## config.mk

```make
export PLATFORM = sky130hd
export DESIGN_NAME = uart_regcore
export DESIGN_NICKNAME = d
export VERILOG_FILES = /design/src/rtl/uart_regcore_pkg.sv /design/src/rtl/uart_fifo.sv /design/src/rtl/uart_tx.sv /design/src/rtl/uart_rx.sv /design/src/rtl/uart_regcore.sv
export SDC_FILE = /design/constraint.sdc
export NUM_CORES = 1
export LEC_CHECK = 0
export BUFFER_PORTS_ARGS = -buffer_cell sky130_fd_sc_hd__buf_2
export CORE_MARGIN = 5
export CORE_UTILIZATION = 65
export CTS_CLUSTER_SIZE = 24
export DETAILED_ROUTE_END_ITERATION = 6
export MAX_ROUTING_LAYER = met4
export PLACE_DENSITY = 0.94
export SLEW_MARGIN = 20
export SYNTH_ARGS = -nofsm -noshare
export SYNTH_HDL_FRONTEND = slang
export SYNTH_SLANG_ARGS = --single-unit
export TNS_END_PERCENT = 10
```

## constraint.sdc

```tcl
create_clock -name clk -period 9.5 [get_ports clk]
set_input_delay 1.9 -clock clk [delete_from_list [all_inputs] [get_ports clk]]
set_output_delay 1.9 -clock clk [all_outputs]
set_load 0.05 [all_outputs]
```

## src/rtl/uart_regcore_pkg.sv

```systemverilog
package uart_regcore_pkg;
    localparam int ADDR_W = 6;

    localparam logic [ADDR_W-1:0] OFS_CTRL   = 6'h00;
    localparam logic [ADDR_W-1:0] OFS_MODE   = 6'h04;
    localparam logic [ADDR_W-1:0] OFS_BGEN   = 6'h18;
    localparam logic [ADDR_W-1:0] OFS_STATUS = 6'h2C;
    localparam logic [ADDR_W-1:0] OFS_DATA   = 6'h30;
    localparam logic [ADDR_W-1:0] OFS_BDIV   = 6'h34;

    // control bit positions
    localparam int CB_RX_RST = 0;
    localparam int CB_TX_RST = 1;
    localparam int CB_RX_EN  = 2;
    localparam int CB_TX_EN  = 4;

    // status bit positions
    localparam int SB_RX_EMPTY = 1;
    localparam int SB_TX_EMPTY = 3;
    localparam int SB_TX_BUSY  = 11;

    typedef enum logic [1:0] {TX_IDLE, TX_START, TX_DATA, TX_STOP} tx_state_t;
    typedef enum logic [1:0] {RX_IDLE, RX_START, RX_DATA, RX_STOP} rx_state_t;
endpackage

```

## src/rtl/uart_fifo.sv

```systemverilog
module uart_fifo #(
    parameter int W     = 8,
    parameter int DEPTH = 16,
    localparam int PW   = (DEPTH > 1) ? $clog2(DEPTH) : 1,
    localparam int LW   = $clog2(DEPTH + 1)
) (
    input  logic          clk,
    input  logic          rst_n,
    input  logic          flush,
    input  logic          push,
    input  logic [W-1:0]  wdata,
    input  logic          pop,
    output logic [W-1:0]  rdata,
    output logic          empty,
    output logic          full,
    output logic [LW-1:0] level
);
    logic [W-1:0]  mem [DEPTH];
    logic [PW-1:0] wp, rp;

    wire do_push = push && !full;
    wire do_pop  = pop && !empty;

    always_ff @(posedge clk or negedge rst_n) begin
        if (!rst_n) begin
            wp    <= '0;
            rp    <= '0;
            level <= '0;
        end else if (flush) begin
            wp    <= '0;
            rp    <= '0;
            level <= '0;
        end else begin
            if (do_push) wp <= (wp == PW'(DEPTH - 1)) ? '0 : wp + 1'b1;
            if (do_pop)  rp <= (rp == PW'(DEPTH - 1)) ? '0 : rp + 1'b1;
            level <= level + LW'(do_push) - LW'(do_pop);
        end
    end

    always_ff @(posedge clk) begin
        if (do_push && !flush) mem[wp] <= wdata;
    end

    assign rdata = mem[rp];
    assign empty = (level == '0);
    assign full  = (level == LW'(DEPTH));
endmodule

```

## src/rtl/uart_tx.sv

```systemverilog
module uart_tx
    import uart_regcore_pkg::*;
#(
    parameter int OVS = 16,
    localparam int CW = $clog2(OVS)
) (
    input  logic       clk,
    input  logic       rst_n,
    input  logic       soft_rst,
    input  logic       en,
    input  logic       tick,
    input  logic       q_empty,
    input  logic [7:0] q_data,
    output logic       q_pop,
    output logic       txd,
    output logic       busy
);
    tx_state_t state, nstate;
    logic [CW-1:0] cnt;
    logic [2:0]    idx;
    logic [7:0]    shreg;

    wire launch  = en && !q_empty;
    wire bit_end = tick && (cnt == CW'(OVS - 1));

    always_comb begin
        nstate = state;
        unique case (state)
            TX_IDLE:  if (launch) nstate = TX_START;
            TX_START: if (bit_end) nstate = TX_DATA;
            TX_DATA:  if (bit_end && idx == 3'd7) nstate = TX_STOP;
            TX_STOP:  if (bit_end) nstate = TX_IDLE;
        endcase
    end

    always_ff @(posedge clk or negedge rst_n) begin
        if (!rst_n) begin
            state <= TX_IDLE;
            cnt   <= '0;
            idx   <= '0;
            shreg <= '0;
        end else if (soft_rst) begin
            state <= TX_IDLE;
            cnt   <= '0;
            idx   <= '0;
        end else begin
            state <= nstate;
            if (state == TX_IDLE) begin
                cnt <= '0;
                idx <= '0;
                if (launch) shreg <= q_data;
            end else if (tick) begin
                cnt <= bit_end ? '0 : cnt + 1'b1;
                if (state == TX_DATA && bit_end) begin
                    shreg <= {1'b0, shreg[7:1]};
                    idx   <= idx + 1'b1;
                end
            end
        end
    end

    always_comb begin
        q_pop = (state == TX_IDLE) && launch && !soft_rst;
        busy  = (state != TX_IDLE);
        unique case (state)
            TX_START: txd = 1'b0;
            TX_DATA:  txd = shreg[0];
            default:  txd = 1'b1;
        endcase
    end
endmodule

```

## src/rtl/uart_rx.sv

```systemverilog
module uart_rx
    import uart_regcore_pkg::*;
#(
    parameter int OVS = 16,
    localparam int CW = $clog2(OVS)
) (
    input  logic       clk,
    input  logic       rst_n,
    input  logic       soft_rst,
    input  logic       en,
    input  logic       tick,
    input  logic       rxd_s,
    output logic       push,
    output logic [7:0] data
);
    rx_state_t state, nstate;
    logic [CW-1:0] cnt;
    logic [2:0]    idx;
    logic [7:0]    shreg;

    wire half_pt = tick && (cnt == CW'(OVS / 2 - 1));
    wire bit_end = tick && (cnt == CW'(OVS - 1));

    always_comb begin
        nstate = state;
        unique case (state)
            RX_IDLE:  if (en && !rxd_s) nstate = RX_START;
            RX_START: if (half_pt) nstate = rxd_s ? RX_IDLE : RX_DATA;
            RX_DATA:  if (bit_end && idx == 3'd7) nstate = RX_STOP;
            RX_STOP:  if (bit_end) nstate = RX_IDLE;
        endcase
    end

    always_ff @(posedge clk or negedge rst_n) begin
        if (!rst_n) begin
            state <= RX_IDLE;
            cnt   <= '0;
            idx   <= '0;
            shreg <= '0;
        end else if (soft_rst) begin
            state <= RX_IDLE;
            cnt   <= '0;
            idx   <= '0;
        end else begin
            state <= nstate;
            if (state == RX_IDLE || (state == RX_START && half_pt)) begin
                cnt <= '0;
                idx <= '0;
            end else if (tick) begin
                cnt <= bit_end ? '0 : cnt + 1'b1;
                if (state == RX_DATA && bit_end) begin
                    shreg <= {rxd_s, shreg[7:1]};
                    idx   <= idx + 1'b1;
                end
            end
        end
    end

    always_comb begin
        push = (state == RX_STOP) && bit_end && rxd_s;
        data = shreg;
    end
endmodule

```

## src/rtl/uart_regcore.sv

```systemverilog
module uart_regcore
    import uart_regcore_pkg::*;
#(
    parameter int OVS    = 16,
    parameter int DEPTH  = 16,
    parameter int MODE_W = 11,
    localparam int LW    = $clog2(DEPTH + 1)
) (
    input  logic        clk,
    input  logic        rst_n,
    input  logic        bus_wr,
    input  logic        bus_rd,
    input  logic [5:0]  bus_addr,
    input  logic [31:0] bus_wdata,
    output logic [31:0] bus_rdata,
    input  logic        sample_tick,
    input  logic        rxd,
    output logic        txd,
    output logic [15:0] baud_gen_o,
    output logic [7:0]  baud_div_o
);
    logic              tx_en_q, rx_en_q, tx_rst_p, rx_rst_p;
    logic [MODE_W-1:0] mode_q;
    logic [15:0]       bgen_q;
    logic [7:0]        bdiv_q;
    logic [1:0]        rx_sync;

    logic             tx_empty, tx_full, tx_pop, tx_busy;
    logic [7:0]       tx_head;
    logic [LW-1:0]    tx_level;
    logic             rx_empty, rx_full, rx_push;
    logic [7:0]       rx_head, rx_byte;
    logic [LW-1:0]    rx_level;

    wire wr_ctrl = bus_wr && bus_addr == OFS_CTRL;
    wire wr_data = bus_wr && bus_addr == OFS_DATA;
    wire rd_data = bus_rd && bus_addr == OFS_DATA;

    logic [15:0] unused_wdata;
    assign unused_wdata = bus_wdata[31:16];

    always_ff @(posedge clk or negedge rst_n) begin
        if (!rst_n) begin
            tx_en_q  <= 1'b0;
            rx_en_q  <= 1'b0;
            tx_rst_p <= 1'b0;
            rx_rst_p <= 1'b0;
            mode_q   <= '0;
            bgen_q   <= '0;
            bdiv_q   <= '0;
            rx_sync  <= 2'b11;
        end else begin
            rx_sync  <= {rx_sync[0], rxd};
            tx_rst_p <= wr_ctrl && bus_wdata[CB_TX_RST];
            rx_rst_p <= wr_ctrl && bus_wdata[CB_RX_RST];
            if (wr_ctrl) begin
                tx_en_q <= bus_wdata[CB_TX_EN];
                rx_en_q <= bus_wdata[CB_RX_EN];
            end
            if (bus_wr && bus_addr == OFS_MODE) mode_q <= bus_wdata[MODE_W-1:0];
            if (bus_wr && bus_addr == OFS_BGEN) bgen_q <= bus_wdata[15:0];
            if (bus_wr && bus_addr == OFS_BDIV) bdiv_q <= bus_wdata[7:0];
        end
    end

    uart_fifo #(.W(8), .DEPTH(DEPTH)) u_txq (
        .clk(clk), .rst_n(rst_n), .flush(tx_rst_p),
        .push(wr_data && !tx_rst_p), .wdata(bus_wdata[7:0]),
        .pop(tx_pop), .rdata(tx_head),
        .empty(tx_empty), .full(tx_full), .level(tx_level)
    );

    uart_fifo #(.W(8), .DEPTH(DEPTH)) u_rxq (
        .clk(clk), .rst_n(rst_n), .flush(rx_rst_p),
        .push(rx_push), .wdata(rx_byte),
        .pop(rd_data), .rdata(rx_head),
        .empty(rx_empty), .full(rx_full), .level(rx_level)
    );

    uart_tx #(.OVS(OVS)) u_tx (
        .clk(clk), .rst_n(rst_n), .soft_rst(tx_rst_p), .en(tx_en_q),
        .tick(sample_tick), .q_empty(tx_empty), .q_data(tx_head),
        .q_pop(tx_pop), .txd(txd), .busy(tx_busy)
    );

    uart_rx #(.OVS(OVS)) u_rx (
        .clk(clk), .rst_n(rst_n), .soft_rst(rx_rst_p), .en(rx_en_q),
        .tick(sample_tick), .rxd_s(rx_sync[1]),
        .push(rx_push), .data(rx_byte)
    );

    logic unused_flags;
    assign unused_flags = ^{tx_full, rx_full, rx_level};

    always_comb begin
        bus_rdata = '0;
        case (bus_addr)
            OFS_CTRL: begin
                bus_rdata[CB_TX_EN] = tx_en_q;
                bus_rdata[CB_RX_EN] = rx_en_q;
            end
            OFS_MODE: bus_rdata[MODE_W-1:0] = mode_q;
            OFS_BGEN: bus_rdata[15:0] = bgen_q;
            OFS_STATUS: begin
                bus_rdata[SB_RX_EMPTY] = rx_empty;
                bus_rdata[SB_TX_EMPTY] = tx_empty;
                bus_rdata[SB_TX_BUSY]  = tx_busy;
            end
            OFS_DATA: bus_rdata[7:0] = rx_empty ? 8'h00 : rx_head;
            OFS_BDIV: bus_rdata[7:0] = bdiv_q;
            default:  bus_rdata = '0;
        endcase
    end

    assign baud_gen_o = bgen_q;
    assign baud_div_o = bdiv_q;
endmodule

```

==> metrics.yaml <==
timing:
  period_minus_slack_ns: 6.159
  slew_headroom_pct: 24.25
  tns_ns: 0
  fin_crit_sh_pct: 64.83
  timing.fmax_mhz: 162.4
  tightest_slew_ns: 1.136
  setup_viol: 0
  setup_ws_ns: 3.341
  finalHoldViolCount: 0
  rsz0062_at_grt: "no"
  fin_hold_ws_ns: 0.3570
  fin_skew_ns: 0.02353
  finalMaxSlewViolations: 0
critical_path:
  rr_startpoint: "u_rxq.level[2]$_DFF_PN0_"
  r2r_cells: 13
  rr_endpoint: "u_rxq.level[4]$_DFF_PN0_"
  critPathMaxFanout: 17
  cp_num_buf_inv: 2
  crit_top_cell: "buf_2"
  path_class: "primary input to output pin"
  crit_path_start_kind: "primary input"
  cp.arrival_ns: 4.26
  max_stage_delay_ns: 0.91
  endpoint_kind: "output pin"
  cp.required_ns: 7.60
  path_delay_family: "simple AND/OR/NAND/NOR gates"
  reg2reg_setup_slack_ns: 6.06
  cp_cell_sequence: "buf_2 -> or3b_4 -> nor4b_4 -> a222oi_1 -> o2111ai_1 -> buf_2"
  cp_slowest_cell: "nor4b_4"
global_routing:
  grt_max_degree: 74
  grt_pass1_wl_microns: 54160
  grt_pass1_vias: 9198
  overflow: 0
  groute.usage.overall_pct: 27.96
  antenna_found_initial: 3
power:
  intPower_w: 0.002966
  pwr-share-comb_pct: 18.7
  pwr-share-clk_pct: 36.3
  switching_share_pct: 27.47
  powerDensity_nw_per_um2: 239.6
  power_switching_w: 0.001123
  ir_drop_uv: 246.6
  power_frac_seq_pct: 45.0
  p_leak_nw: 6.564
  power_w: 0.004089
floorplan:
  start_util_pct: 65.37
  die_area_sq_um: 26550
  die_y_microns: 163.0
  core_sq_um: 23260
  die_x_microns: 163.0
  core.rowCount: 56
  pin_count: 101
min_path:
  worstHoldPathType: "flip-flop to flip-flop"
  min-delay-start: "rx_sync[0]$_DFF_PN1_"
  hold_path_end: "rx_sync[1]$_DFF_PN1_"
  holdPathStages: 0
detailed_routing:
  final_antenna_net_count: 0
  drcViolationCount: 0
  drt_wl_total_microns: 35620
  wl_met1_microns: 12540
  dr_wl_met2_microns: 18600
  dr.pass1.iters: 6
  dr.first_iter.drc_count: 1056
  topRoutingLayerUsed: "met4"
  via_count: 9015
  met3_wirelength_microns: 2894
  wire_per_inst_microns: 25.94
  vias_per_cell: 6.566
synthesis:
  yosys_warnings: 0
  yosysSeqAreaShare_pct: 67.19
  synth.most_common_cell: "edfxtp_1"
  synth_top_area_share_pct: 50.56
  synth_flop_cell: "edfxtp_1"
  syn_area_sq_um: 15210
  synth_edf_count: 256
  yosys-top-cells-area: "edfxtp_1, dfrtp_1, mux4_2"
  syn_inst: 943
  synth_area_leader_cell: "edfxtp_1"
  async_reset_ff_share_pct: 28.29
  ys_seq_elements: 357
  synth_area_per_cell_sq_um: 16.12
  ys_types: 69
  synth_commonest_cells: "edfxtp_1, dfrtp_1, nor2_1"
clock_tree:
  cts_hold_buf: 0
  cts_buffers: 37
  cts_root_buffer: "clkbuf_16"
  post_cts_buffers: 0
  cts_resized: 0
  clk_path_buf_depth: 3
  clkTransAtPathRegs_ns: 0.06
  htree_levels: 2
  cts_sinks: 357
  insertion_delay_ns: 0.53
  cts_tree: "done"
cells_and_area:
  nFillCells: 1310
  nets: 1100
  synthToLayoutAreaGrowth_pct: 12.25
  drive_above_1_share_pct: 24.38
  final_area_sq_um: 17070
placement:
  place_ws_ns: 3.410
  placedInstanceArea_sq_um: 15820
  hpwlAfterDp_microns: 21850
  finalWeightedCongestion: 0.8611
  io_buffers: 68
status:
  run_status: "finished, final reports clean"
job:
  max_cap_violations: 0
-- cell type report --
class | count | area (sq um) | share of cell area [%]
antenna | 4 | 10.01 | 0.05864
clock buffer | 52 | 1032 | 6.047
clock inverter | 15 | 206.4 | 1.209
inverter | 31 | 116.4 | 0.6817
multi-input combinational | 512 | 4629 | 27.12
sequential | 357 | 10220 | 59.87
tap | 319 | 399.1 | 2.338
timing repair buffer | 83 | 455.4 | 2.668
-- power groups by stage --
stage / sequential (W) / clock, W / combinational (W)
3_5_place_dp: 0.00186 / 0 / 0.000751
3_3_place_gp: 0.00186 / 0 / 0.000717
4_1_cts: 0.00184 / 0.00149 / 0.000765
2_1_floorplan: 0.00188 / 0 / 0.000554
5_1_grt: 0.00185 / 0.00156 / 0.000836
6_report: 0.00184 / 0.00148 / 0.000764
-- worst max-delay path by stage --
stage	slack, ns	to	cells after the start	start
after floorplan	3.97	bus_rdata[0]	5	bus_addr[1]
after global placement	3.44	bus_rdata[1]	6	bus_addr[1]
after detailed placement	3.41	bus_rdata[4]	6	bus_addr[1]
after CTS	3.42	bus_rdata[3]	6	bus_addr[1]
after global routing	3.27	bus_rdata[1]	6	bus_addr[1]
final	3.34	bus_rdata[1]	6	bus_addr[1]
-- state kept, by name, summed over array words and instances, names as in the netlist, 3 cells and up --
register	count
u_rx.data	8
u_rxq.mem	128
u_tx.idx	3
u_rxq.wp	4
u_rxq.level	5
u_rx.idx	3
u_tx.cnt	4
u_rxq.rp	4
u_txq.mem	128
baud_gen_o	16
mode_q	11
baud_div_o	8
u_rx.cnt	4
u_txq.wp	4
u_txq.level	5
u_txq.rp	4
u_tx.shreg	8
-- per-stage QoR --
stage / util [%] / cells
after CTS: 73.31 / 1369
after floorplan: - / 958
after global routing: 73.36 / 1372
final: 73.38 / 1373
after detailed placement: 67.99 / 1302
after global placement: 67.99 / 1302
-- cells by family after synthesis --
logic type / share of synthesized area (%)
multiplexers: 14.49
other: 0.02466
buffers and inverters: 2.765
AND/OR/NAND/NOR: 6.476
adder cells (fa/ha/maj): 2.896
XOR/XNOR: 0.6336
AO/OA/AOI/OAI: 5.521
flip-flops: 67.19
-- routing by layer --
metal	vias to the layer above	track usage [%]
met5	-	-
met4	0	12.73
met3	119	5.239
met2	539	46.34
met1	4569	33.82
li1	3788	-
-- cells in the final DEF (no fill, tap or decap), types with 6 or more instances in the layout --
cell type / instances
a2111oi_0: 7
a21o_1: 13
a21oi_1: 19
a222oi_1: 8
a22o_1: 7
and2_1: 6
buf_2: 67
buf_4: 16
clkbuf_1: 10
clkbuf_16: 37
clkinv_2: 7
conb_1: 16
dfrtp_1: 97
edfxtp_1: 256
ha_1: 32
inv_1: 29
mux2_2: 32
mux2_4: 10
mux2i_1: 51
mux4_2: 50
nand2_1: 31
nand2b_1: 9
nand3_1: 8
nand3b_1: 6
nand4_1: 6
nor2_1: 54
nor2b_1: 8
nor3_1: 14
o21ai_0: 19
o22ai_1: 14
o31ai_1: 8
or2_2: 11
xor2_1: 6
(Power assumes the default switching activity.)
